<file path="config.mk">
export PLATFORM = sky130hd
export DESIGN_NAME = flash_wp_gate
export DESIGN_NICKNAME = d
export VERILOG_FILES = /design/src/rtl/fwp_pkg.sv /design/src/rtl/fwp_ctrl_regs.sv /design/src/rtl/fwp_range_bank.sv /design/src/rtl/fwp_access_check.sv /design/src/rtl/flash_wp_gate.sv
export SDC_FILE = /design/constraint.sdc
export NUM_CORES = 1
export LEC_CHECK = 0
export ABC_AREA = 0
export ABC_CLOCK_PERIOD_IN_PS = 2950
export BUFFER_PORTS_ARGS = -buffer_cell sky130_fd_sc_hd__buf_2
export CELL_PAD_IN_SITES_DETAIL_PLACEMENT = 2
export CELL_PAD_IN_SITES_GLOBAL_PLACEMENT = 2
export CORE_ASPECT_RATIO = 1.2
export CORE_MARGIN = 4
export CORE_UTILIZATION = 36
export DETAILED_ROUTE_END_ITERATION = 10
export GPL_TIMING_DRIVEN = 0
export PLACE_DENSITY_LB_ADDON = 0.1
export SETUP_SLACK_MARGIN = 0.4
export SLEW_MARGIN = 20
export SYNTH_ARGS = -nofsm -noshare
export SYNTH_HDL_FRONTEND = slang
export SYNTH_HIERARCHICAL = 1
export SYNTH_SLANG_ARGS = --single-unit
</file>
<file path="constraint.sdc">
create_clock -name clk_i -period 2.95 [get_ports clk_i]
set_input_delay 0.1475 -clock clk_i [delete_from_list [all_inputs] [get_ports clk_i]]
set_output_delay 0.1475 -clock clk_i [all_outputs]
set_load 0.005 [all_outputs]
</file>
<file path="src/rtl/fwp_pkg.sv">
package fwp_pkg;
  localparam int PAGE_SH  = 12;
  localparam int PG_W     = 13;
  localparam int ADDR_W   = PG_W + PAGE_SH;
  localparam int REG_AW   = 3;
  localparam int DATA_W   = 32;
  localparam int MAX_PR   = 5;

  // register word map
  localparam logic [REG_AW-1:0] A_CTRL  = 3'd0;
  localparam logic [REG_AW-1:0] A_STAT  = 3'd1;
  localparam int                A_PR0   = 2;
  localparam logic [REG_AW-1:0] A_SMIEN = 3'd7;

  // control byte bit positions
  localparam int C_WE   = 0;
  localparam int C_LE   = 1;
  localparam int C_TS   = 4;
  localparam int C_SMMW = 5;

  // range word bit positions
  localparam int PR_RP  = 15;
  localparam int PR_WP  = 31;
  localparam int PR_LIM = 16;

  typedef struct packed {
    logic            wp;
    logic [PG_W-1:0] limit;
    logic            rp;
    logic [PG_W-1:0] base;
  } pr_t;

  function automatic logic [DATA_W-1:0] pr_to_word(pr_t p);
    return {p.wp, 2'b00, p.limit, p.rp, 2'b00, p.base};
  endfunction
endpackage

</file>
<file path="src/rtl/fwp_ctrl_regs.sv">
module fwp_ctrl_regs (
  input  logic clk_i,
  input  logic rst_ni,
  input  logic ctrl_we_i,
  input  logic smien_we_i,
  input  logic we_bit_i,
  input  logic le_bit_i,
  input  logic smmw_bit_i,
  input  logic gbl_bit_i,
  input  logic tco_bit_i,
  input  logic gbl_lock_i,
  input  logic tco_lock_i,
  output logic we_o,
  output logic le_o,
  output logic smmw_o,
  output logic gbl_en_o,
  output logic tco_en_o,
  output logic smi_req_o
);
  logic we_q, le_q, smmw_q, gbl_q, tco_q, smi_q;
  logic trap;

  // 0->1 on write enable while lock-enable already set
  assign trap = ctrl_we_i && le_q && !we_q && we_bit_i;

  always_ff @(posedge clk_i or negedge rst_ni) begin
    if (!rst_ni) begin
      we_q   <= 1'b0;
      le_q   <= 1'b0;
      smmw_q <= 1'b0;
      gbl_q  <= 1'b0;
      tco_q  <= 1'b0;
      smi_q  <= 1'b0;
    end else begin
      smi_q <= trap && gbl_q && tco_q;
      if (ctrl_we_i) begin
        we_q   <= we_bit_i;
        le_q   <= le_q | le_bit_i;
        smmw_q <= smmw_q | smmw_bit_i;
      end
      if (smien_we_i) begin
        if (!gbl_lock_i) gbl_q <= gbl_bit_i;
        if (!tco_lock_i) tco_q <= tco_bit_i;
      end
    end
  end

  assign we_o      = we_q;
  assign le_o      = le_q;
  assign smmw_o    = smmw_q;
  assign gbl_en_o  = gbl_q;
  assign tco_en_o  = tco_q;
  assign smi_req_o = smi_q;

  AST_LE_STICKY:   assert property (@(posedge clk_i) disable iff (!rst_ni) le_q |=> le_q);
  AST_SMMW_STICKY: assert property (@(posedge clk_i) disable iff (!rst_ni) smmw_q |=> smmw_q);
  AST_SMI_ONE_CYC: assert property (@(posedge clk_i) disable iff (!rst_ni) smi_req_o |=> !smi_req_o);
  AST_SMI_CAUSE:   assert property (@(posedge clk_i) disable iff (!rst_ni)
                     smi_req_o |-> $past(ctrl_we_i && we_bit_i));
  AST_GBL_FROZEN:  assert property (@(posedge clk_i) disable iff (!rst_ni) gbl_lock_i |=> $stable(gbl_q));
  AST_TCO_FROZEN:  assert property (@(posedge clk_i) disable iff (!rst_ni) tco_lock_i |=> $stable(tco_q));
endmodule

</file>
<file path="src/rtl/fwp_range_bank.sv">
module fwp_range_bank
  import fwp_pkg::*;
#(
  parameter int NUM_PR = 5
) (
  input  logic                  clk_i,
  input  logic                  rst_ni,
  input  logic [NUM_PR-1:0]     pr_we_i,
  input  pr_t                   pr_wval_i,
  input  logic                  stat_we_i,
  input  logic                  lock_bit_i,
  input  logic [PG_W-1:0]       page_i,
  output logic                  lock_o,
  output pr_t  [NUM_PR-1:0]     pr_o,
  output logic [NUM_PR-1:0]     wp_hit_o,
  output logic [NUM_PR-1:0]     rp_hit_o
);
  logic lock_q;
  pr_t [NUM_PR-1:0] pr_q;

  always_ff @(posedge clk_i or negedge rst_ni) begin
    if (!rst_ni)                  lock_q <= 1'b0;
    else if (stat_we_i && !lock_q) lock_q <= lock_bit_i;
  end

  for (genvar g = 0; g < NUM_PR; g++) begin : g_pr
    logic in_rng;
    always_ff @(posedge clk_i or negedge rst_ni) begin
      if (!rst_ni)                       pr_q[g] <= '0;
      else if (pr_we_i[g] && !lock_q)    pr_q[g] <= pr_wval_i;
    end
    assign in_rng      = (page_i >= pr_q[g].base) && (page_i <= pr_q[g].limit);
    assign wp_hit_o[g] = in_rng && pr_q[g].wp;
    assign rp_hit_o[g] = in_rng && pr_q[g].rp;
  end

  assign lock_o = lock_q;
  assign pr_o   = pr_q;

  AST_LOCK_STICKY: assert property (@(posedge clk_i) disable iff (!rst_ni) lock_q |=> lock_q);
  AST_PR_FROZEN:   assert property (@(posedge clk_i) disable iff (!rst_ni) lock_q |=> $stable(pr_q));
endmodule

</file>
<file path="src/rtl/fwp_access_check.sv">
module fwp_access_check
  import fwp_pkg::*;
#(
  parameter int NUM_PR = 5
) (
  input  logic              clk_i,
  input  logic              rst_ni,
  input  logic              acc_valid_i,
  input  logic              acc_write_i,
  input  logic [ADDR_W-1:0] acc_addr_i,
  input  logic              in_smm_i,
  input  logic [ADDR_W-1:0] bios_base_i,
  input  logic [ADDR_W-1:0] bios_limit_i,
  input  logic              we_i,
  input  logic              smmw_i,
  input  logic [NUM_PR-1:0] wp_hit_i,
  input  logic [NUM_PR-1:0] rp_hit_i,
  output logic              grant_o,
  output logic              deny_o
);
  logic in_bios, bios_block, range_block, refuse;
  logic grant_q, deny_q;

  assign in_bios     = (acc_addr_i >= bios_base_i) && (acc_addr_i <= bios_limit_i);
  assign bios_block  = acc_write_i && in_bios && (!we_i || (smmw_i && !in_smm_i));
  assign range_block = acc_write_i ? |wp_hit_i : |rp_hit_i;
  assign refuse      = bios_block || range_block;

  always_ff @(posedge clk_i or negedge rst_ni) begin
    if (!rst_ni) begin
      grant_q <= 1'b0;
      deny_q  <= 1'b0;
    end else begin
      grant_q <= acc_valid_i && !refuse;
      deny_q  <= acc_valid_i && refuse;
    end
  end

  assign grant_o = grant_q;
  assign deny_o  = deny_q;

  AST_ONE_VERDICT: assert property (@(posedge clk_i) disable iff (!rst_ni) !(grant_o && deny_o));
  AST_NO_SPURIOUS: assert property (@(posedge clk_i) disable iff (!rst_ni)
                     (grant_o || deny_o) |-> $past(acc_valid_i));
  AST_SMMW_BLOCK:  assert property (@(posedge clk_i) disable iff (!rst_ni)
                     (acc_valid_i && acc_write_i && in_bios && smmw_i && !in_smm_i) |=> deny_o);
  AST_WE_BLOCK:    assert property (@(posedge clk_i) disable iff (!rst_ni)
                     (acc_valid_i && acc_write_i && in_bios && !we_i) |=> deny_o);
endmodule

</file>
<file path="src/rtl/flash_wp_gate.sv">
module flash_wp_gate
  import fwp_pkg::*;
#(
  parameter int NUM_PR = 5
) (
  input  logic              clk_i,
  input  logic              rst_ni,
  input  logic              reg_we_i,
  input  logic [2:0]        reg_addr_i,
  input  logic [31:0]       reg_wdata_i,
  output logic [31:0]       reg_rdata_o,
  input  logic              ts_status_i,
  input  logic              gbl_smi_lock_i,
  input  logic              tco_smi_lock_i,
  input  logic [24:0]       bios_base_i,
  input  logic [24:0]       bios_limit_i,
  input  logic              acc_valid_i,
  input  logic              acc_write_i,
  input  logic [24:0]       acc_addr_i,
  input  logic              in_smm_i,
  output logic              acc_grant_o,
  output logic              acc_deny_o,
  output logic              smi_req_o
);
  localparam int LAST_PR = A_PR0 + NUM_PR - 1;

  logic we, le, smmw, gbl_en, tco_en, lock;
  logic ctrl_we, smien_we, stat_we;
  logic [NUM_PR-1:0] pr_we, wp_hit, rp_hit;
  pr_t  [NUM_PR-1:0] pr_cur;
  pr_t               pr_wval;
  logic unused_wdata;

  assign ctrl_we  = reg_we_i && (reg_addr_i == A_CTRL);
  assign stat_we  = reg_we_i && (reg_addr_i == A_STAT);
  assign smien_we = reg_we_i && (reg_addr_i == A_SMIEN);

  for (genvar g = 0; g < NUM_PR; g++) begin : g_dec
    assign pr_we[g] = reg_we_i && (int'(reg_addr_i) == A_PR0 + g);
  end

  assign pr_wval.wp    = reg_wdata_i[PR_WP];
  assign pr_wval.limit = reg_wdata_i[PR_LIM +: PG_W];
  assign pr_wval.rp    = reg_wdata_i[PR_RP];
  assign pr_wval.base  = reg_wdata_i[PG_W-1:0];
  assign unused_wdata  = ^{reg_wdata_i[30:29], reg_wdata_i[14:13], reg_wdata_i[7:6],
                           reg_wdata_i[4:2]};

  fwp_ctrl_regs u_ctrl (
    .clk_i      (clk_i),
    .rst_ni     (rst_ni),
    .ctrl_we_i  (ctrl_we),
    .smien_we_i (smien_we),
    .we_bit_i   (reg_wdata_i[C_WE]),
    .le_bit_i   (reg_wdata_i[C_LE]),
    .smmw_bit_i (reg_wdata_i[C_SMMW]),
    .gbl_bit_i  (reg_wdata_i[0]),
    .tco_bit_i  (reg_wdata_i[1]),
    .gbl_lock_i (gbl_smi_lock_i),
    .tco_lock_i (tco_smi_lock_i),
    .we_o       (we),
    .le_o       (le),
    .smmw_o     (smmw),
    .gbl_en_o   (gbl_en),
    .tco_en_o   (tco_en),
    .smi_req_o  (smi_req_o)
  );

  fwp_range_bank #(.NUM_PR(NUM_PR)) u_rng (
    .clk_i      (clk_i),
    .rst_ni     (rst_ni),
    .pr_we_i    (pr_we),
    .pr_wval_i  (pr_wval),
    .stat_we_i  (stat_we),
    .lock_bit_i (reg_wdata_i[0]),
    .page_i     (acc_addr_i[ADDR_W-1:PAGE_SH]),
    .lock_o     (lock),
    .pr_o       (pr_cur),
    .wp_hit_o   (wp_hit),
    .rp_hit_o   (rp_hit)
  );

  fwp_access_check #(.NUM_PR(NUM_PR)) u_chk (
    .clk_i        (clk_i),
    .rst_ni       (rst_ni),
    .acc_valid_i  (acc_valid_i),
    .acc_write_i  (acc_write_i),
    .acc_addr_i   (acc_addr_i),
    .in_smm_i     (in_smm_i),
    .bios_base_i  (bios_base_i),
    .bios_limit_i (bios_limit_i),
    .we_i         (we),
    .smmw_i       (smmw),
    .wp_hit_i     (wp_hit),
    .rp_hit_i     (rp_hit),
    .grant_o      (acc_grant_o),
    .deny_o       (acc_deny_o)
  );

  always_comb begin
    reg_rdata_o = '0;
    case (reg_addr_i)
      A_CTRL:  begin
        reg_rdata_o[C_WE]   = we;
        reg_rdata_o[C_LE]   = le;
        reg_rdata_o[C_TS]   = ts_status_i;
        reg_rdata_o[C_SMMW] = smmw;
      end
      A_STAT:  reg_rdata_o[0] = lock;
      A_SMIEN: reg_rdata_o[1:0] = {tco_en, gbl_en};
      default: begin
        for (int i = 0; i < NUM_PR; i++)
          if (int'(reg_addr_i) == A_PR0 + i) reg_rdata_o = pr_to_word(pr_cur[i]);
      end
    endcase
  end

  initial begin
    AST_PR_COUNT: assert (NUM_PR >= 1 && NUM_PR <= MAX_PR && LAST_PR < A_SMIEN);
  end
endmodule

</file>
# After elaboration in Yosys (flattened, before gate mapping)
# Cells that the tools add are included.
# W data, S select, Z words.
dict set report totals {
  reg_bits 149
  output_inout_bits 35
  word_cells 116
}
dict set report op_classes {
  n_lt_le_gt_ge 12
  eq_ne 7
  mux 11
  n_bitwise 4
  reduce_logical 53
}
# operator n
set ops {}
lappend ops {{$mux W32} 5}
lappend ops {{$ge A13 B13 Y1} 5}
lappend ops {{$le A13 B13 Y1} 5}
lappend ops {{$logic_and A1 B1 Y1} 40}
lappend ops {{$mux W26} 1}
lappend ops {{$ge A25 B25 Y1} 1}
lappend ops {{$le A25 B25 Y1} 1}
lappend ops {{$eq A3 B3 Y1 const B} 5}
lappend ops {{$reduce_or A5 Y1} 2}
lappend ops {{$pmux W1 S3} 2}
lappend ops {{$logic_not A1 Y1} 4}
lappend ops {{$pmux W2 S2} 1}
lappend ops {{$reduce_and A2 Y1} 2}
lappend ops {{$eq A3 B1 Y1 const B} 1}
lappend ops {{$eq A3 B2 Y1 const B} 1}
lappend ops {{$logic_not A3 Y1} 1}
lappend ops {{$reduce_or A3 Y1} 1}
lappend ops {{$logic_or A1 B1 Y1} 2}
lappend ops {{$mux W2} 1}
lappend ops {{$not A1 Y1} 2}
lappend ops {{$or A1 B1 Y1} 2}
lappend ops {{$reduce_or A2 Y1} 1}
lappend ops {{$mux W1} 1}

# Logic depth before layout (Yosys ltp)
# Gate-level depths: netlist of run 1.
dict set report depth {
  depth_word 8
  mapped_depth 11
  mapped_depth_nobuf 11
}

# Cells and area by module
# The synthesis of run 1 kept the hierarchy.
# mod instances cells_each area_each_um2
set modules_own_cells {}
lappend modules_own_cells {fwp_range_bank 1 892 8202.9}
lappend modules_own_cells {fwp_access_check 1 191 1371.3}
lappend modules_own_cells {flash_wp_gate 1 189 1342.5}
lappend modules_own_cells {fwp_ctrl_regs 1 15 252.7}

# Worst setup path before layout of run 1
# No wires, ideal clock.
dict set report synth_path {
  kind {register to register}
  from {register u_rng.pr_q (netlist bit u_rng/pr_o[54])}
  to {register u_chk.grant_q, in the netlist u_chk/grant_o}
  arrival_time_ns 2.072
  setup_slack_ns 0.790
  stages_incl_launch_ff 12
  path_cell_list {dfrtp_1 -> inv_1 -> ha_1 -> nand4_1 -> nor3_1 -> o31a_1 -> a2bb2oi_1 -> nor3b_1 -> nor4b_1 -> a22oi_1 -> nand2b_1 -> a41oi_1}
}
dict set report synth_between {
  elab_chain_len 8
}
# item line
set synth_lines {}
lappend synth_lines {{start, declared} fwp_range_bank.sv:19} ;# pr_t [NUM_PR-1:0] pr_q;
lappend synth_lines {{start signal, assigned by index} fwp_range_bank.sv:30} ;# else if (pr_we_i[g] && !lock_q) pr_q[g] <= pr_wval_i;
lappend synth_lines {{$le A13 B13 Y1} fwp_range_bank.sv:32} ;# assign in_rng = (page_i >= pr_q[g].base) && (page_i <= pr_q[g].limit);
lappend synth_lines {{$logic_and A1 B1 Y1} fwp_range_bank.sv:32}
lappend synth_lines {{$logic_and A1 B1 Y1} fwp_range_bank.sv:33} ;# assign wp_hit_o[g] = in_rng && pr_q[g].wp;
lappend synth_lines {{named net wp_hit[1]} flash_wp_gate.sv:29} ;# logic [NUM_PR-1:0] pr_we, wp_hit, rp_hit;
lappend synth_lines {{$reduce_or A5 Y1} fwp_access_check.sv:26} ;# assign range_block = acc_write_i ? |wp_hit_i : |rp_hit_i;
lappend synth_lines {{$mux W1} fwp_access_check.sv:26}
lappend synth_lines {{$logic_or A1 B1 Y1} fwp_access_check.sv:27} ;# assign refuse = bios_block || range_block;
lappend synth_lines {{$logic_not A1 Y1} fwp_access_check.sv:34} ;# grant_q <= acc_valid_i && !refuse;
lappend synth_lines {{$logic_and A1 B1 Y1} fwp_access_check.sv:34}
lappend synth_lines {{end signal, assigned} fwp_access_check.sv:34}
lappend synth_lines {{end, declared} fwp_access_check.sv:22} ;# logic grant_q, deny_q;
# The timed path passes the listed nets, and every way through them passes these cells.
# A chain may end at the register's enable or synchronous reset.

# Worst setup path after layout of run 1
dict set report layout_path {
  from {register u_rng.pr_q (netlist bit u_rng/pr_o[103])}
  to {register u_chk.grant_q, in the netlist u_chk/grant_o}
}
dict set report layout_between {
  elab_chain_len 8
}
# item line
set layout_lines {}
lappend layout_lines {{$le A13 B13 Y1} fwp_range_bank.sv:32}
lappend layout_lines {{$logic_and A1 B1 Y1} fwp_range_bank.sv:32}
lappend layout_lines {{$logic_and A1 B1 Y1} fwp_range_bank.sv:34} ;# assign rp_hit_o[g] = in_rng && pr_q[g].rp;
lappend layout_lines {{named net rp_hit[3]} flash_wp_gate.sv:29}
lappend layout_lines {{$reduce_or A5 Y1} fwp_access_check.sv:26}
lappend layout_lines {{$mux W1} fwp_access_check.sv:26}
lappend layout_lines {{$logic_or A1 B1 Y1} fwp_access_check.sv:27}
lappend layout_lines {{$logic_not A1 Y1} fwp_access_check.sv:34}
lappend layout_lines {{$logic_and A1 B1 Y1} fwp_access_check.sv:34}
# The timed path passes the listed nets, and every way through them passes these cells.

==> results.py, run 1 <==
metrics = {
    "yosys": {
        "ys_seq_area_share_pct": 33.4,
        "yosysTopAreaCell": "dfrtp_1",
        "synth-seq-cells": 149,
        "ys.flop_type": "dfrtp_1",
        "synth_top_area_share_pct": 33.4,
        "async_flop_share_pct": 100,
        "synth.top_cells.by_area": "dfrtp_1 (33%), ha_1 (20%), o21ai_0 (7.2%)",
        "synth_warnings": 6,
        "avgSynthCellArea_um2": 8.68,
        "synthCells": 1287,
        "synth_area_um2": 11200,
        "synth_edf_count": 0,
        "synth.distinct_cells": 56,
    },
    "detailed_routing": {
        "initialDrtViolationCount": 513,
        "topRoutingLayerUsed": "met4",
        "totalWireLength_um": 47900,
        "wl_per_cell_um": 25.3,
        "final_antenna_net_count": 0,
        "wl_met2_um": 25400,
        "dr.pass1.iters": 4,
        "wl_met3_um": 1770,
        "viasPerCell": 5.61,
        "vias": 10600,
        "wl_met1_um": 19100,
        "post-route-drc-count": 0,
    },
    "setup_path": {
        "cp_max_fo": 2,
        "cp-end-kind": "flip-flop",
        "arrival_ns": 2.99,
        "cp_slowest_cell": "dfrtp_1",
        "critPathMaxStageDelay_ns": 0.36,
        "timing.critical_path.buf_inv": 1,
        "required_ns": 3.30,
        "path_cells": "inv_1 -> ha_1 -> nand4_1 -> nor3_4 -> o21ai_2 -> o211ai_1 -> a21oi_1 -> nor4_2 -> a22oi_2 -> nand2b_4 -> a41oi_2",
        "startpoint_type": "flip-flop",
        "critPathKind": "reg -> reg",
        "path_delay_family": "simple AND/OR/NAND/NOR gates",
    },
    "power_and_ir_drop": {
        "seq_power_share_pct": 32.6,
        "combPwrFrac_pct": 42.9,
        "power.density_nw_per_um2": 743,
        "power_uw": 10200,
        "pwr-share-clk_pct": 24.6,
        "p_int_uw": 6150,
        "switching_share_pct": 39.6,
        "ir_worst_vdd_uv": 348,
        "p_sw_uw": 4040,
        "power.leakage_uw": 0.00669,
    },
    "die": {
        "rows": 70,
        "die-area_um2": 33900,
        "core_um2": 30600,
        "die_h_um": 201,
        "die_x_um": 169,
        "initial_core_util_pct": 36.5,
        "ioPinCount": 154,
    },
    "finish": {
        "fillCellCount": 3455,
        "diodes": 0,
        "area_growth_pct": 22.7,
        "finish.net_count": 1781,
        "final_cells": 1891,
        "layout-drive-gt1-share_pct": 20.3,
        "design_area_um2": 13700,
    },
    "cts": {
        "clkSinkCount": 149,
        "clkSlewWorstSetupHoldPaths_ns": 0.07,
        "numCtsBuffers": 17,
        "cts_max_level": 4,
        "cts.path.max_buffers": 2,
        "cts_tree": "yes",
        "cts-root-buf": "clkbuf_16",
        "clk_latency_ns": 0.44,
    },
    "sta": {
        "finClkSkew_ns": 0.0123,
        "fmax_mhz": 378,
        "min_period_ns": 2.64,
        "slew_violations": 0,
        "final.setup.worst_slack_ns": 0.307,
        "tightest_slew_ns": 0.850,
        "hold_viol": 0,
        "setup_viol": 0,
        "max-slew-margin-rel_pct": 43.4,
        "rsz0062_at_grt": "true",
        "final.period_utilization_pct": 89.6,
    },
    "grt": {
        "gr-total-overflow": 0,
        "grt_pass1_wl_um": 71600,
        "grt.total_usage_pct": 28.0,
        "first_global_vias": 12000,
        "antenna_found_initial": 1,
        "grt_max_degree": 91,
    },
    "placed_design": {
        "port-buffer-count": 144,
        "dp.final_hpwl_um": 34700,
        "routabilityCongestion": 0.868,
        "place_area_um2": 12400,
        "place_inst": 1831,
        "pre_cts_ws_ns": -0.153,
    },
    "flow_run": {
        "cap_violations": 0,
    },
    "min_path": {
        "hold_class": "in -> reg",
    },
    "outcome": {
        "status": "completed",
    },
}
path summary, 6_finish.rpt:
kind	start	to	slack (ns)	cells past startpoint
min in group asynchronous	rst_ni	u_ctrl/smi_req_o	0.21	2
setup reg to reg	u_rng/pr_o[103]	u_chk/grant_o	0.31	11
hold / removal	reg_wdata_i[3]	u_rng/pr_o[59]	0.01	3
max in group asynchronous	rst_ni	u_rng/pr_o[52]	1.85	3
hold reg to reg	u_ctrl/smmw_o	u_ctrl/smmw_o	0.51	1
setup / recovery	u_rng/pr_o[103]	u_chk/grant_o	0.31	11
cells in the final DEF, fill, tap and decap left out, types with 8 or more instances in the layout:
| master | count |
|---|---|
| clkbuf_16 | 17 |
| nor2b_1 | 13 |
| ha_1 | 173 |
| nand2_1 | 188 |
| nand2b_1 | 8 |
| buf_2 | 159 |
| nand3_1 | 18 |
| nand4_1 | 24 |
| dlygate4sd3_1 | 11 |
| mux2i_1 | 49 |
| o2bb2ai_1 | 24 |
| a21o_1 | 13 |
| buf_4 | 25 |
| mux2_2 | 19 |
| nor2_1 | 27 |
| a21oi_1 | 69 |
| inv_1 | 172 |
| o21ai_0 | 158 |
| dfrtp_1 | 149 |
| clkbuf_1 | 29 |
per-layer routing:
metal,global-route usage [%],vias to the layer above
met5,0,-
met4,10.8,0
met3,3.70,80
met2,51.4,271
met1,32.7,5421
li1,-,4836
synth_stat cells, drive strengths merged, types with 5 or more instances:
| cell | number |
|---|---|
| nand2 | 188 |
| mux2i | 49 |
| o2bb2ai | 24 |
| nor2b | 15 |
| dfrtp | 149 |
| clkbuf | 31 |
| ha | 180 |
| nor3 | 12 |
| a21o | 13 |
| inv | 178 |
| nor2 | 28 |
| a31oi | 5 |
| nand2b | 9 |
| buf | 24 |
| a21oi | 72 |
| a22oi | 6 |
| nor3b | 9 |
| mux2 | 24 |
| nand3 | 18 |
| nand4 | 26 |
| o21a | 5 |
| o21ai | 165 |
cells by family (layout without fill, tap and decap cells):
family | Yosys count | in the layout | share of synthesized area, %
buf+inv | 233 | 438 | 8.28
other cells | 1 | 4 | 0.0336
fa+ha+maj | 180 | 180 | 20.2
mux | 77 | 77 | 7.68
flops | 149 | 149 | 33.4
simple gates | 319 | 319 | 13.2
compound gates | 328 | 328 | 17.2
per-stage QoR:
step                setup TNS [ns]  util [%]  hold WS, ns
floorplan                        0         -       -0.148
global placement           -114.55      40.6        0.404
detailed placement          -0.236      40.7        0.118
CTS                              0      44.2     0.000514
global route                     0      44.8       0.0143
finish                           0      44.8       0.0137
tightest hold or removal path: cells and delay by family:
| family | cells | cell delay, ns |
|---|---|---|
| compound gates | 1 | 0.06 |
| buf+inv | 1 | 0.14 |
| simple gates | 1 | 0.06 |
registers in the layout, summed over array words and instances (netlist names):
signal and count:
u_rng/pr_o 140, u_ctrl/smmw_o 1, u_ctrl/we_o 1, u_ctrl/gbl_en_o 1, u_ctrl/tco_en_o 1, u_chk/deny_o 1, u_ctrl/smi_req_o 1, u_chk/grant_o 1
u_ctrl/le_o 1, u_rng/lock_o 1
power by group through the flow:
stage | Combinational (uW) | Sequential, uW | Clock [uW]
floorplan | 2430 | 3150 | 0
global placement | 3540 | 3290 | 0
detailed placement | 3780 | 3330 | 0
CTS | 4110 | 3310 | 2550
global route | 4850 | 3410 | 2640
finish | 4360 | 3310 | 2500
cell type report:
class	instances	area, um^2	area share, %
Multi-Input combinational cell	908	6900	50.4
Buffer	55	260	1.90
Timing Repair Buffer	173	996	7.27
Clock inverter	12	200	1.46
Tap cell	396	495	3.61
Sequential cell	149	3730	27.2
Inverter	178	668	4.87
Clock buffer	20	457	3.33
repair_timing:
action	CTS	global route
pin swaps	19	18
endpoints found under the hold margin	93	0
setup endpoints to repair	2	21
hold buffers	11	0
resized for setup	44	28
setup buffers	9	8
Power figures use the tool's default switching activity.
==> run 2, diff against run 1 <==
--- a/config.mk
+++ b/config.mk
@@ -6,15 +6,16 @@
 export NUM_CORES = 1
 export LEC_CHECK = 0
 export ABC_AREA = 0
-export ABC_CLOCK_PERIOD_IN_PS = 2950
+export ABC_CLOCK_PERIOD_IN_PS = 3300
 export BUFFER_PORTS_ARGS = -buffer_cell sky130_fd_sc_hd__buf_2
 export CELL_PAD_IN_SITES_DETAIL_PLACEMENT = 2
 export CELL_PAD_IN_SITES_GLOBAL_PLACEMENT = 2
 export CORE_ASPECT_RATIO = 1.2
 export CORE_MARGIN = 4
-export CORE_UTILIZATION = 36
+export CORE_UTILIZATION = 39
 export DETAILED_ROUTE_END_ITERATION = 10
 export GPL_TIMING_DRIVEN = 0
+export HOLD_SLACK_MARGIN = 0.12
 export PLACE_DENSITY_LB_ADDON = 0.1
 export SETUP_SLACK_MARGIN = 0.4
 export SLEW_MARGIN = 20
==> constraint.sdc (replaced) <==
create_clock -name clk_i -period 3.3 [get_ports clk_i]
set_input_delay 0.165 -clock clk_i [delete_from_list [all_inputs] [get_ports clk_i]]
set_output_delay 0.165 -clock clk_i [all_outputs]
set_load 0.005 [all_outputs]
==> results.py, run 2 (same netlist as run 1, synthesis figures left out) <==
metrics = {
    "outcome": {
        "status": "completed",
    },
    "cts": {
        "clk_latency_ns": 0.45,
        "cts-root-buf": "clkbuf_16",
        "clkSlewWorstSetupHoldPaths_ns": 0.07,
        "cts.path.max_buffers": 2,
        "cts_tree": "yes",
        "cts_max_level": 4,
        "numCtsBuffers": 17,
        "clkSinkCount": 149,
    },
    "power_and_ir_drop": {
        "power.density_nw_per_um2": 645,
        "power.leakage_uw": 0.00661,
        "ir_worst_vdd_uv": 251,
    },
    "setup_path": {
        "r2r_slack_ns": 0.48,
        "startpoint_type": "flip-flop",
        "critPathMaxStageDelay_ns": 0.65,
        "reg2reg_to": "u_chk/grant_o",
        "cp_max_fo": 3,
        "crit_top_cell": "nand2b_1",
        "critPathLaunch": "u_rng/pr_o[0]",
        "path_cells": "ha_1 -> nand2b_1 -> a21oi_1 -> o21ai_0 -> a31oi_2 -> nor3b_1 -> nor4b_1 -> a22oi_1 -> nand2b_1 -> a41oi_1",
        "reg2reg_from": "u_rng/pr_o[0]",
        "cp-end-kind": "flip-flop",
        "cp_slowest_cell": "o21ai_0",
        "arrival_ns": 3.11,
        "required_ns": 3.59,
        "critPathKind": "reg -> reg",
        "crit_end": "u_chk/grant_o",
        "ff2ff_path_depth": 10,
    },
    "grt": {
        "grt.total_usage_pct": 30.4,
        "grt_pass1_wl_um": 72500,
        "grt_max_degree": 76,
        "gr-total-overflow": 0,
        "first_global_vias": 12200,
        "antenna_found_initial": 0,
    },
    "sta": {
        "min_period_ns": 2.82,
        "slew_violations": 0,
        "setup_viol": 0,
        "final.period_utilization_pct": 85.5,
        "finClkSkew_ns": 0.0134,
        "tightest_slew_ns": 0.923,
        "tns_ns": 0,
        "hold_viol": 0,
        "rsz0062_at_grt": "false",
        "max-slew-margin-rel_pct": 38.5,
        "timing.hold.ws_ns": 0.260,
        "fmax_mhz": 354,
    },
    "finish": {
        "layout_commonest_cell": "nand2_1",
        "most-common-layout-cells": "nand2_1 (188), ha_1 (180), inv_1 (178)",
        "area_growth_pct": 19.9,
        "design_area_um2": 13400,
        "final_util_pct": 47.7,
        "diodes": 0,
        "fillCellCount": 3111,
        "finish.net_count": 1787,
        "layout-drive-gt1-share_pct": 15.9,
        "largest_register_ff_count": 140,
    },
    "die": {
        "ioPinCount": 154,
        "core_um2": 28100,
        "die-area_um2": 31400,
        "rows": 67,
        "initial_core_util_pct": 39.8,
        "die_h_um": 193,
        "die_x_um": 162,
    },
    "detailed_routing": {
        "vias": 10700,
        "wl_per_cell_um": 25.4,
        "dr.pass1.iters": 5,
        "initialDrtViolationCount": 530,
        "viasPerCell": 5.70,
        "post-route-drc-count": 0,
        "final_antenna_net_count": 0,
        "totalWireLength_um": 47700,
    },
    "flow_run": {
        "cap_violations": 0,
    },
    "placed_design": {
        "place_area_um2": 12400,
        "dp.final_hpwl_um": 34200,
        "routabilityCongestion": 0.895,
        "port-buffer-count": 144,
    },
    "min_path": {
        "hold_class": "in -> async",
    },
}
==> run 2: cell types whose count changed in the layout (fill, tap and decap cells not counted), moves of 4 or more <==
cell	before	now
buf_4	25	8
inv_2	6	0
o31ai_1	0	4
inv_1	172	178
dlygate4sd3_1	11	34
ha_1	173	180
ha_4	7	0
nor3b_1	4	8
==> run 2: cell type report <==
type | instances | area, um^2 | share of cell area [%]
timing repair buffer | 179 | 1100 | 8.20
sequential | 149 | 3730 | 27.8
clock buffer | 19 | 453 | 3.38
multi-input combinational | 908 | 6560 | 49.0
clock inverter | 13 | 156 | 1.17
inverter | 178 | 668 | 4.99
buffer | 55 | 256 | 1.91
tap | 379 | 474 | 3.54
==> run 2: worst max-delay path: cells and delay by family, from the launching register on <==
family                     cells  cell delay [ns]
AOI/OAI and AO/OA              5             1.37
adders and majority gates      1             0.27
DFF                            1             0.40
and+or+nand+nor                4             0.62
==> run 2: how the worst min path moves through the flow <==
stage          cells past startpoint              end  slack (ns)   startpoint
3_5_place_dp                       1  u_ctrl/gbl_en_o        0.18       rst_ni
4_1_cts                            4     u_rng/lock_o        0.26     reg_we_i
3_3_place_gp                       2     u_chk/deny_o        0.42  acc_valid_i
5_1_grt                            4     u_rng/lock_o        0.29     reg_we_i
6_report                           2  u_ctrl/gbl_en_o        0.26       rst_ni
2_1_floorplan                      0     u_chk/deny_o       -0.13       rst_ni
==> run 2: per-stage QoR <==
| stage | instances | power (uW) | setup WS, ns |
|---|---|---|---|
| 2_1_floorplan | 1290 | 4990 | 1.14 |
| 3_3_place_gp | 1813 | 6070 | -0.371 |
| 3_5_place_dp | 1814 | 6330 | 0.134 |
| 4_1_cts | 1880 | 8560 | 0.423 |
| 5_1_grt | 1880 | 9260 | 0.403 |
| 6_report | 1880 | 8640 | 0.478 |
==> run 2: timing repair <==
action                     in CTS  in global routing
hold endpoints to repair      223                  0
hold buffers                   34                  0
buffers inserted                0                  0
pin swaps                       0                  2
resized for setup               1                  7
setup endpoints to repair       1                  2
==> run 2: report_power, final <==
group	switching, uW	internal (uW)
clock	878	1220
combinational	2160	1420
sequential	441	2520
==> run 2: routing by layer <==
layer / share of wire (%) / vias to the layer above / GRT usage, %
met5: 0 / - / 0
met4: 3.6 / 0 / 11.2
met3: 3.6 / 86 / 4.19
met2: 53 / 279 / 56.2
met1: 40 / 5492 / 35.3
li1: - / 4858 / -
